### config.mk
export PLATFORM = sky130hd
export DESIGN_NAME = irq_vector_ctrl
export DESIGN_NICKNAME = d
export VERILOG_FILES = /design/src/rtl/ivc_pkg.sv /design/src/rtl/ivc_src_map.sv /design/src/rtl/ivc_prio.sv /design/src/rtl/ivc_svc_fsm.sv /design/src/rtl/irq_vector_ctrl.sv
export SDC_FILE = /design/constraint.sdc
export NUM_CORES = 2
export LEC_CHECK = 0
export ABC_CLOCK_PERIOD_IN_PS = 5500
export CELL_PAD_IN_SITES_DETAIL_PLACEMENT = 1
export CELL_PAD_IN_SITES_GLOBAL_PLACEMENT = 2
export CORE_MARGIN = 3
export CORE_UTILIZATION = 49
export CTS_BUF_LIST = sky130_fd_sc_hd__clkbuf_4 sky130_fd_sc_hd__clkbuf_8
export DETAILED_ROUTE_END_ITERATION = 8
export DONT_BUFFER_PORTS = 1
export PLACE_DENSITY = 0.82
export REMOVE_ABC_BUFFERS = 1
export SYNTH_ARGS = -nofsm -noshare
export SYNTH_HDL_FRONTEND = slang
export SYNTH_HIERARCHICAL = 1
export SYNTH_SLANG_ARGS = --single-unit
### constraint.sdc
create_clock -name clk -period 5.5 [get_ports clk]
set_input_delay 0 -clock clk [delete_from_list [all_inputs] [get_ports clk]]
set_output_delay 0 -clock clk [all_outputs]
set_load 0.05 [all_outputs]
### src/rtl/ivc_pkg.sv
package ivc_pkg;
    localparam logic [11:0] A_IRQ_STAT = 12'h000;
    localparam logic [11:0] A_FIQ_STAT = 12'h004;
    localparam logic [11:0] A_RAW      = 12'h008;
    localparam logic [11:0] A_STEER    = 12'h00C;
    localparam logic [11:0] A_EN_SET   = 12'h010;
    localparam logic [11:0] A_EN_CLR   = 12'h014;
    localparam logic [11:0] A_SW_SET   = 12'h018;
    localparam logic [11:0] A_SW_CLR   = 12'h01C;
    localparam logic [11:0] A_PROT     = 12'h020;
    localparam logic [11:0] A_VEC      = 12'h030;
    localparam logic [11:0] A_DFLT     = 12'h034;
    localparam logic [11:0] A_TEST     = 12'h300;
    localparam logic [3:0]  PG_VADDR   = 4'h1;
    localparam logic [3:0]  PG_VCTL    = 4'h2;
    localparam logic [7:0]  PG_ID      = 8'hFE;
    localparam int          CTL_EN_BIT = 5;

    typedef enum logic [0:0] {
        SVC_IDLE   = 1'b0,
        SVC_ACTIVE = 1'b1
    } svc_state_t;
endpackage

### src/rtl/ivc_src_map.sv
module ivc_src_map #(
    parameter int N_SRC = 32
) (
    input  logic [N_SRC-1:0] line_i,
    input  logic [N_SRC-1:0] soft_i,
    input  logic [N_SRC-1:0] en_i,
    input  logic [N_SRC-1:0] steer_i,
    output logic [N_SRC-1:0] raw_o,
    output logic [N_SRC-1:0] irq_stat_o,
    output logic [N_SRC-1:0] fiq_stat_o
);
    logic [N_SRC-1:0] live;

    always_comb begin
        raw_o      = line_i | soft_i;
        live       = raw_o & en_i;
        irq_stat_o = live & ~steer_i;
        fiq_stat_o = live & steer_i;
    end
endmodule

### src/rtl/ivc_prio.sv
module ivc_prio #(
    parameter int N_SRC  = 32,
    parameter int N_SLOT = 16,
    localparam int SRC_W  = $clog2(N_SRC),
    localparam int SLOT_W = $clog2(N_SLOT)
) (
    input  logic [N_SLOT-1:0]            slot_en_i,
    input  logic [N_SLOT-1:0][SRC_W-1:0] slot_src_i,
    input  logic [N_SRC-1:0]             irq_stat_i,
    input  logic [SLOT_W:0]              limit_i,
    output logic                         hit_o,
    output logic [SLOT_W-1:0]            idx_o
);
    logic [N_SLOT-1:0] cand;

    generate
        for (genvar g = 0; g < N_SLOT; g++) begin : g_cand
            assign cand[g] = slot_en_i[g] && irq_stat_i[slot_src_i[g]]
                             && (g < int'(limit_i));
        end
    endgenerate

    always_comb begin
        hit_o = 1'b0;
        idx_o = '0;
        for (int i = N_SLOT - 1; i >= 0; i--) begin
            if (cand[i]) begin
                hit_o = 1'b1;
                idx_o = SLOT_W'(i);
            end
        end
    end
endmodule

### src/rtl/ivc_svc_fsm.sv
module ivc_svc_fsm
    import ivc_pkg::*;
#(
    parameter int N_SLOT = 16,
    localparam int SLOT_W = $clog2(N_SLOT)
) (
    input  logic              clk,
    input  logic              rst_n,
    input  logic              ack_i,
    input  logic [SLOT_W-1:0] ack_idx_i,
    input  logic              eoi_i,
    output logic [N_SLOT-1:0] isv_o,
    output logic [SLOT_W:0]   top_o,
    output logic              busy_o
);
    svc_state_t        state_q, state_d;
    logic [N_SLOT-1:0] isv_q, isv_d;
    logic [SLOT_W:0]   top_idx;

    always_comb begin
        top_idx = (SLOT_W + 1)'(N_SLOT);
        for (int i = N_SLOT - 1; i >= 0; i--) begin
            if (isv_q[i]) top_idx = (SLOT_W + 1)'(i);
        end
    end

    always_comb begin
        isv_d   = isv_q;
        state_d = state_q;
        unique case (state_q)
            SVC_IDLE: begin
                if (ack_i) begin
                    isv_d[ack_idx_i] = 1'b1;
                    state_d          = SVC_ACTIVE;
                end
            end
            SVC_ACTIVE: begin
                if (eoi_i) isv_d[top_idx[SLOT_W-1:0]] = 1'b0;
                if (ack_i) isv_d[ack_idx_i] = 1'b1;
                state_d = (isv_d == '0) ? SVC_IDLE : SVC_ACTIVE;
            end
            default: state_d = SVC_IDLE;
        endcase
    end

    always_ff @(posedge clk or negedge rst_n) begin
        if (!rst_n) begin
            state_q <= SVC_IDLE;
            isv_q   <= '0;
        end else begin
            state_q <= state_d;
            isv_q   <= isv_d;
        end
    end

    always_comb begin
        isv_o  = isv_q;
        busy_o = (state_q == SVC_ACTIVE);
        top_o  = busy_o ? top_idx : (SLOT_W + 1)'(N_SLOT);
    end
endmodule

### src/rtl/irq_vector_ctrl.sv
module irq_vector_ctrl
    import ivc_pkg::*;
#(
    parameter int          N_SRC    = 32,
    parameter int          N_SLOT   = 16,
    parameter int          DW       = 32,
    parameter logic [31:0] ID_VALUE = 32'hB105_1190,
    localparam int SRC_W  = $clog2(N_SRC),
    localparam int SLOT_W = $clog2(N_SLOT)
) (
    input  logic             clk,
    input  logic             rst_n,
    input  logic [N_SRC-1:0] irq_src,
    input  logic [11:0]      bus_addr,
    input  logic             bus_wr,
    input  logic             bus_rd,
    input  logic [DW-1:0]    bus_wdata,
    output logic [DW-1:0]    bus_rdata,
    output logic             irq_o,
    output logic             fiq_o
);
    logic [N_SRC-1:0]            en_q, soft_q, steer_q;
    logic                        prot_q, test_q;
    logic [DW-1:0]               dflt_q;
    logic [N_SLOT-1:0][DW-1:0]   vaddr_q;
    logic [N_SLOT-1:0]           slot_en_q;
    logic [N_SLOT-1:0][SRC_W-1:0] slot_src_q;

    logic [N_SRC-1:0]  raw, irq_stat, fiq_stat;
    logic              hit, busy, ack, eoi, slot_ok;
    logic [SLOT_W-1:0] hit_idx, slot_sel;
    logic [SLOT_W:0]   top;
    logic [N_SLOT-1:0] isv;
    logic [DW-1:0]     vec_value, ctl_word;

    ivc_src_map #(.N_SRC(N_SRC)) u_src (
        .line_i(irq_src), .soft_i(soft_q), .en_i(en_q), .steer_i(steer_q),
        .raw_o(raw), .irq_stat_o(irq_stat), .fiq_stat_o(fiq_stat)
    );

    ivc_prio #(.N_SRC(N_SRC), .N_SLOT(N_SLOT)) u_prio (
        .slot_en_i(slot_en_q), .slot_src_i(slot_src_q), .irq_stat_i(irq_stat),
        .limit_i(top), .hit_o(hit), .idx_o(hit_idx)
    );

    ivc_svc_fsm #(.N_SLOT(N_SLOT)) u_svc (
        .clk(clk), .rst_n(rst_n), .ack_i(ack), .ack_idx_i(hit_idx),
        .eoi_i(eoi), .isv_o(isv), .top_o(top), .busy_o(busy)
    );

    always_comb begin
        slot_sel = bus_addr[SLOT_W+1:2];
        slot_ok  = (bus_addr[7:2] < 6'(N_SLOT));
        ack      = bus_rd && (bus_addr == A_VEC) && hit;
        eoi      = bus_wr && (bus_addr == A_VEC);
        vec_value = hit ? vaddr_q[hit_idx] : dflt_q;
        ctl_word = '0;
        ctl_word[CTL_EN_BIT]  = slot_en_q[slot_sel];
        ctl_word[SRC_W-1:0]   = slot_src_q[slot_sel];
    end

    always_ff @(posedge clk or negedge rst_n) begin
        if (!rst_n) begin
            en_q       <= '0;
            soft_q     <= '0;
            steer_q    <= '0;
            prot_q     <= 1'b0;
            test_q     <= 1'b0;
            dflt_q     <= '0;
            vaddr_q    <= '0;
            slot_en_q  <= '0;
            slot_src_q <= '0;
        end else if (bus_wr) begin
            if (bus_addr[11:8] == PG_VADDR && slot_ok) begin
                vaddr_q[slot_sel] <= bus_wdata;
            end else if (bus_addr[11:8] == PG_VCTL && slot_ok) begin
                slot_en_q[slot_sel]  <= bus_wdata[CTL_EN_BIT];
                slot_src_q[slot_sel] <= bus_wdata[SRC_W-1:0];
            end else begin
                case (bus_addr)
                    A_STEER:  steer_q <= bus_wdata[N_SRC-1:0];
                    A_EN_SET: en_q    <= en_q | bus_wdata[N_SRC-1:0];
                    A_EN_CLR: en_q    <= en_q & ~bus_wdata[N_SRC-1:0];
                    A_SW_SET: soft_q  <= soft_q | bus_wdata[N_SRC-1:0];
                    A_SW_CLR: soft_q  <= soft_q & ~bus_wdata[N_SRC-1:0];
                    A_PROT:   prot_q  <= bus_wdata[0];
                    A_DFLT:   dflt_q  <= bus_wdata;
                    A_TEST:   test_q  <= bus_wdata[0];
                    default: ;
                endcase
            end
        end
    end

    always_comb begin
        bus_rdata = '0;
        if (bus_addr[11:8] == PG_VADDR && slot_ok) begin
            bus_rdata = vaddr_q[slot_sel];
        end else if (bus_addr[11:8] == PG_VCTL && slot_ok) begin
            bus_rdata = ctl_word;
        end else if (bus_addr[11:4] == PG_ID) begin
            bus_rdata[7:0] = ID_VALUE[8*bus_addr[3:2] +: 8];
        end else begin
            case (bus_addr)
                A_IRQ_STAT: bus_rdata[N_SRC-1:0] = irq_stat;
                A_FIQ_STAT: bus_rdata[N_SRC-1:0] = fiq_stat;
                A_RAW:      bus_rdata[N_SRC-1:0] = raw;
                A_STEER:    bus_rdata[N_SRC-1:0] = steer_q;
                A_EN_SET:   bus_rdata[N_SRC-1:0] = en_q;
                A_SW_SET:   bus_rdata[N_SRC-1:0] = soft_q;
                A_PROT:     bus_rdata[0]         = prot_q;
                A_VEC:      bus_rdata            = vec_value;
                A_DFLT:     bus_rdata            = dflt_q;
                A_TEST:     bus_rdata[0]         = test_q;
                default:    bus_rdata            = '0;
            endcase
        end
    end

    always_comb begin
        irq_o = busy ? hit : (|irq_stat);
        fiq_o = |fiq_stat;
    end
endmodule

Word-level counts from Yosys, hierarchy flattened
Cells that the tools add are included.

word-level totals
  bits in registers = 755

cells by class
  muxes and demuxes = 121
  equal/unequal tests = 15
  $lt $le $gt $ge = 39
  shift operators = 1
  bitwise gates (word level) = 17
  reduce and logical (&&, ||, !) cells = 54

operators by type and width
  cell                                                                           count
  512-bit bitwise mux                                                            1
  32-bit binary-select mux with 4-bit select                                     2
  31-bit case mux with 8 select lines                                            1
  32-bit two-way mux                                                             6
  32-bit AND                                                                     5
  32-bit demux with 4-bit select                                                 1
  32-bit case mux with 2 select lines                                            2
  5-bit by 6-bit less-than comparator with 1-bit output (second input constant)  16
  32-bit bitwise OR                                                              3
  5-bit two-way mux                                                              19
  1-bit binary-select mux with 5-bit select                                      16
  80-bit bitwise mux                                                             1
  16-bit two-way mux                                                             5
  4-bit two-way mux                                                              16
  32-bit NOT                                                                     2
  32-bit OR reduction                                                            2
  12-bit by 5-bit == test with 1-bit output (second input constant)              4
  1-bit logical AND                                                              40
  4-bit by 5-bit less-than comparator with 1-bit output (first input constant)   8
  1-bit two-way mux                                                              39
  12-bit by 6-bit == test with 1-bit output (second input constant)              3
  16-bit bitwise OR                                                              2
  16-bit case mux with 2 select lines                                            1
  32-bit by 6-bit variable part select with 8-bit output (first input constant)  1
  other kinds (31)                                                               51

Longest topological paths before layout
  depth after elaboration = 45
  depth in mapped cells = 23
  mapped depth without buffers = 18

By module
The synthesis kept the hierarchy.

modules (own cells, without submodules)
  module           instances  cells each  area an instance (um2)
  irq_vector_ctrl  1          2706        39212.6
  ivc_prio         1          340         4911.0
  ivc_svc_fsm      1          148         1184.9
  ivc_src_map      1          128         680.7

Least setup slack after synthesis
No wires, ideal clock.

  kind = register to output
  start = register u_svc.isv_q[14] (netlist: u_svc/isv_o[14])
  end = output port bus_rdata[1]
  stages on the path, launching flop included = 22
  data required time = 5500 ps
  path buffers = 4
  data arrival time = 4867 ps
  setup slack = 633 ps
  path through = dfrtp_1 -> nand2b_1 -> a221o_2 -> a21o_2 -> nor3_1 -> a41o_1 -> nand2_1 -> a31oi_1 -> o311ai_1 -> nand2_1 -> a31o_1 -> a21oi_1 -> o31ai_1 -> buf_2 -> buf_2 -> buf_2 -> clkbuf_1 -> mux4_2 -> mux2i_1 -> nand2_1 -> o211ai_1 -> a31oi_1

between the ends
  word-level cells in the longest chain between the ends = 41
  elaborated cells on any way between the ends = 87
  those cells by class = 16 x order compare; 55 x mux; 16 x reduce/logical

RTL lines
  element                                                RTL line                RTL
  start: declaration                                     ivc_svc_fsm.sv:17       logic [N_SLOT-1:0] isv_q, isv_d;
  start signal: assignment                               ivc_svc_fsm.sv:52       isv_q <= isv_d;
  5-bit two-way mux * (15 in a row)                      ivc_svc_fsm.sv:23       if (isv_q[i]) top_idx = (SLOT_W + 1)'(i);
  5-bit two-way mux *                                    ivc_svc_fsm.sv:59       top_o = busy_o ? top_idx : (SLOT_W + 1)'(N_SLOT);
  via top[0]                                             irq_vector_ctrl.sv:32   logic [SLOT_W:0] top;
  4-bit by 5-bit less-than comparator with 1-bit output  ivc_prio.sv:19          && (g < int'(limit_i));
  1-bit logical AND                                      ivc_prio.sv:19
  4-bit two-way mux (15 in a row)                        ivc_prio.sv:27          if (cand[i]) begin
  4-bit two-way mux *                                    ivc_prio.sv:27
  via hit_idx[1]                                         irq_vector_ctrl.sv:31   logic [SLOT_W-1:0] hit_idx, slot_sel;
  32-bit binary-select mux with 4-bit select *           irq_vector_ctrl.sv:56   vec_value = hit ? vaddr_q[hit_idx] : dflt_q;
  32-bit two-way mux (implied by the code) *             irq_vector_ctrl.sv:56
  32-bit two-way mux *                                   irq_vector_ctrl.sv:56
  31-bit case mux with 8 select lines *                  irq_vector_ctrl.sv:104  case (bus_addr)
  8-bit two-way mux *                                    irq_vector_ctrl.sv:101  end else if (bus_addr[11:4] == PG_ID) begin
  32-bit two-way mux *                                   irq_vector_ctrl.sv:99   end else if (bus_addr[11:8] == PG_VCTL && slot_ok) begin
  32-bit two-way mux *                                   irq_vector_ctrl.sv:97   if (bus_addr[11:8] == PG_VADDR && slot_ok) begin
  end: declaration                                       irq_vector_ctrl.sv:18   output logic [DW-1:0] bus_rdata,

The timed path passes the listed nets; every way through them passes the cells marked *. The select of a mux whose other input is x is not followed.

==> flow_summary.json <==
{
  "status": "complete, but fails checks",
  "violations": "capacitance limit, slew limit, setup timing",
  "leakage_nw": 23.61,
  "layout_common_cells": "dfrtp_1, mux2_2, mux4_2, buf_4, clkbuf_8",
  "utilization": 0.5866,
  "route.met2.wl_mm": 83.38,
  "gp_congestion": 0.9861,
  "cts.path.max_buffers": 3,
  "htree_levels": 4,
  "synthArstFlopShare": 1.000,
  "crit_family": "multiplexers",
  "cp_cell_sequence": "o21ai_2 -> nor2_4 -> buf_4 -> mux4_1 -> mux4_2 -> nor2_1 -> a211o_1 -> buf_4 -> a31o_4 -> a21oi_4 -> o31ai_4 -> buf_6 -> buf_16 -> mux4_2 -> mux4_2 -> a221o_1 -> buf_12",
  "min_period_ns": 5.788,
  "synth_mux_area_frac": 0.4173,
  "worstSkewPairLatency_ns": 0.88,
  "ys_ff_latch": 755,
  "fillerInstances": 8624,
  "hold_class": "in -> async",
  "rsz0062_at_grt": "yes",
  "setup_viol": 32,
  "layout_commonest_cell": "dfrtp_1",
  "synth_compound_area_frac": 0.07267,
  "ys_warn_count": 6,
  "stdcell_area_um2": 54180,
  "endpoint_kind": "primary output",
  "dp_hpwl_mm": 107.1,
  "fin_ws_ns": -0.2882,
  "vias": 35681,
  "slowest_delay_ns": 0.54,
  "synth-main-ff-cell": "dfrtp_1",
  "io_buffers": 0,
  "drv_slew": 6,
  "dieArea_um2": 97570,
  "cts_tree": "built",
  "p_per_area_nw_per_um2": 224.2,
  "grt_usage": 0.3730,
  "first_global_vias": 37622,
  "fmaxAchievable_mhz": 172.8,
  "synth_top_family_by_area": "multiplexers",
  "wl_met1_mm": 67.58,
  "wirelength_mm": 184.2,
  "whs_ns": 0.08452,
  "fp.dieH_um": 312.4,
  "finalHoldViolations": 0,
  "yosys.area_share.simple": 0.05798,
  "drc": 0,
  "top_layer_used": "met5",
  "synthAdderAreaFrac": 0.001306,
  "cp_slowest_cell": "mux4_2",
  "num_rows": 111,
  "drive_gt1_frac": 0.5182,
  "ys_types": 102,
  "post_drt_wl_per_cell_um": 37.97,
  "num-nets-final": 3585,
  "skew_ns": 0.07122,
  "synth_seq_area_share": 0.4108,
  "drtIter0Drc": 4228,
  "coreArea_um2": 92360,
  "numCtsBuffers": 136,
  "fin_tns_setup_ns": -6.069,
  "crit_path_frequent_cell": "mux4_2",
  "critPathMaxFanout": 10,
  "vias_per_cell": 7.354,
  "slew_headroom": -0.03777,
  "crit_arrival_ns": 5.79,
  "postPlaceCellArea_um2": 47690,
  "ioPinCount": 114,
  "grt_overflow": 0,
  "clockRootBuffer": "clkbuf_8",
  "ant_nets": 0,
  "worstPathRequired_ns": 5.50,
  "antenna_found_initial": 18,
  "post_synth.cell_area_avg_um2": 13.84,
  "crit_buf_inv": 5,
  "dr.pass1.iters": 9,
  "grt_max_degree": 756,
  "initial_core_util": 0.4979,
  "dr_wl_met3_mm": 20.64,
  "synthCells": 3322,
  "finalPower_w": 0.01215,
  "synth_edf_count": 0,
  "fin_crit_sh": 1.052,
  "cp-start-kind": "register",
  "clock_sinks": 755,
  "clk_pin_slew_worst_paths_ns": 0.06,
  "grt_pass1_wl_mm": 266.3,
  "irDropWorstVdd_uv": 221.1,
  "fp.dieW_um": 312.4,
  "critPathKind": "reg -> out",
  "synth_area_um2": 45990,
  "tightest_slew_ns": 1.553,
  "synthXorXnorAreaFrac": 0.0001904,
  "area_growth_pct": 17.81,
  "maxCapViolCount": 1
}
## worst register-to-register path, delay by kind of cell, from the launching register on
kind | cells | cell delay, ns
simple gates | 8 | 1.71
mux | 2 | 1.01
compound gates | 4 | 0.85
buf+inv | 4 | 0.72
flops | 1 | 0.42
## flip-flops by register name, summed over array words and instances, names as in the netlist, 16 cells and up, named ones only
register     count
u_svc/isv_o     16
dflt_q          32
slot_src_q      80
steer_q         32
slot_en_q       16
vaddr_q        512
## metal layers
layer  up-vias  global-route usage
li1      13518                   -
met2      2408              0.5653
met3       762              0.1235
met4        12              0.2151
met5         -                   0
met1     18981              0.4702
## final timing paths
check                       startpoint             end  slack, ns  cells past startpoint
hold reg to reg             dflt_q[30]      dflt_q[30]       0.51                      1
min in group clk           bus_addr[8]  slot_src_q[20]       0.10                      5
setup reg to reg              register    u_svc/busy_o       0.64                     18
hold / removal                   rst_n    vaddr_q[398]       0.08                      2
setup / recovery              register    bus_rdata[7]      -0.29                     17
max in group asynchronous        rst_n    vaddr_q[415]       2.56                      5
## cell type report
cell class / count / area [um2] / share of cell area
multi-input combinational: 2201 / 26170 / 0.4830
sequential: 755 / 18910 / 0.3490
timing repair buffer: 395 / 4583 / 0.08459
clock buffer: 210 / 2659 / 0.04907
tap: 1243 / 1555 / 0.02871
clock inverter: 22 / 221.5 / 0.004088
inverter: 12 / 45.04 / 0.0008314
antenna: 14 / 35.03 / 0.0006466
## metrics by stage
stage	std cells	worst slack (ns)
floorplan	2967	-8.912
global placement	4389	0.07621
detailed placement	4389	-0.03059
CTS	4795	-0.1570
global route	4845	-0.3332
finish	4852	-0.2882
## cell families (layout without fill, tap and decap cells)
logic type                 Yosys count  after routing
other                                0             14
xor gates and xnor gates             1              1
muxes                             1238           1238
AOI/OAI and AO/OA                  487            487
adders and majority gates            5              5
and+or+nand+nor                    469            470
buffers and inverters              367            639
DFF                                755            755
## synthesized netlist by cell type (18+ instances only)
master / instances / area share
dfrtp_1: 755 / 0.41
mux2_2: 651 / 0.16
mux4_2: 386 / 0.19
clkbuf_1: 167 / 0.014
a21oi_1: 102 / 0.011
buf_2: 100 / 0.011
mux2i_1: 95 / 0.021
nor2_1: 95 / 0.0078
nand2_1: 91 / 0.0074
o21ai_0: 82 / 0.0089
a31oi_1: 68 / 0.0093
mux4_1: 68 / 0.039
a22oi_1: 52 / 0.0085
buf_4: 52 / 0.0085
and3_1: 44 / 0.0060
mux2_1: 37 / 0.0091
or2_1: 33 / 0.0045
nand3_1: 32 / 0.0035
nor4_1: 25 / 0.0034
o22ai_1: 24 / 0.0033
buf_1: 19 / 0.0016
nor3_1: 18 / 0.0020
## repair_timing
item / in CTS / in global routing
gates cloned: 11 / 8
pin swaps: 60 / 43
endpoints found under the hold margin: 1510 / 216
resized for setup: 281 / 61
setup endpoints to repair: 32 / 32
buffers inserted: 102 / 34
hold buffers: 61 / 2
## power by group
group / switching, W / leakage (nW) / internal (W)
logic: 0.000417 / 11.6 / 0.000274
clock network: 0.00257 / 1.52 / 0.00318
registers: 0.0000813 / 10.5 / 0.00563
total: 0.00307 / 23.6 / 0.00908
(Power assumes the default switching activity.)
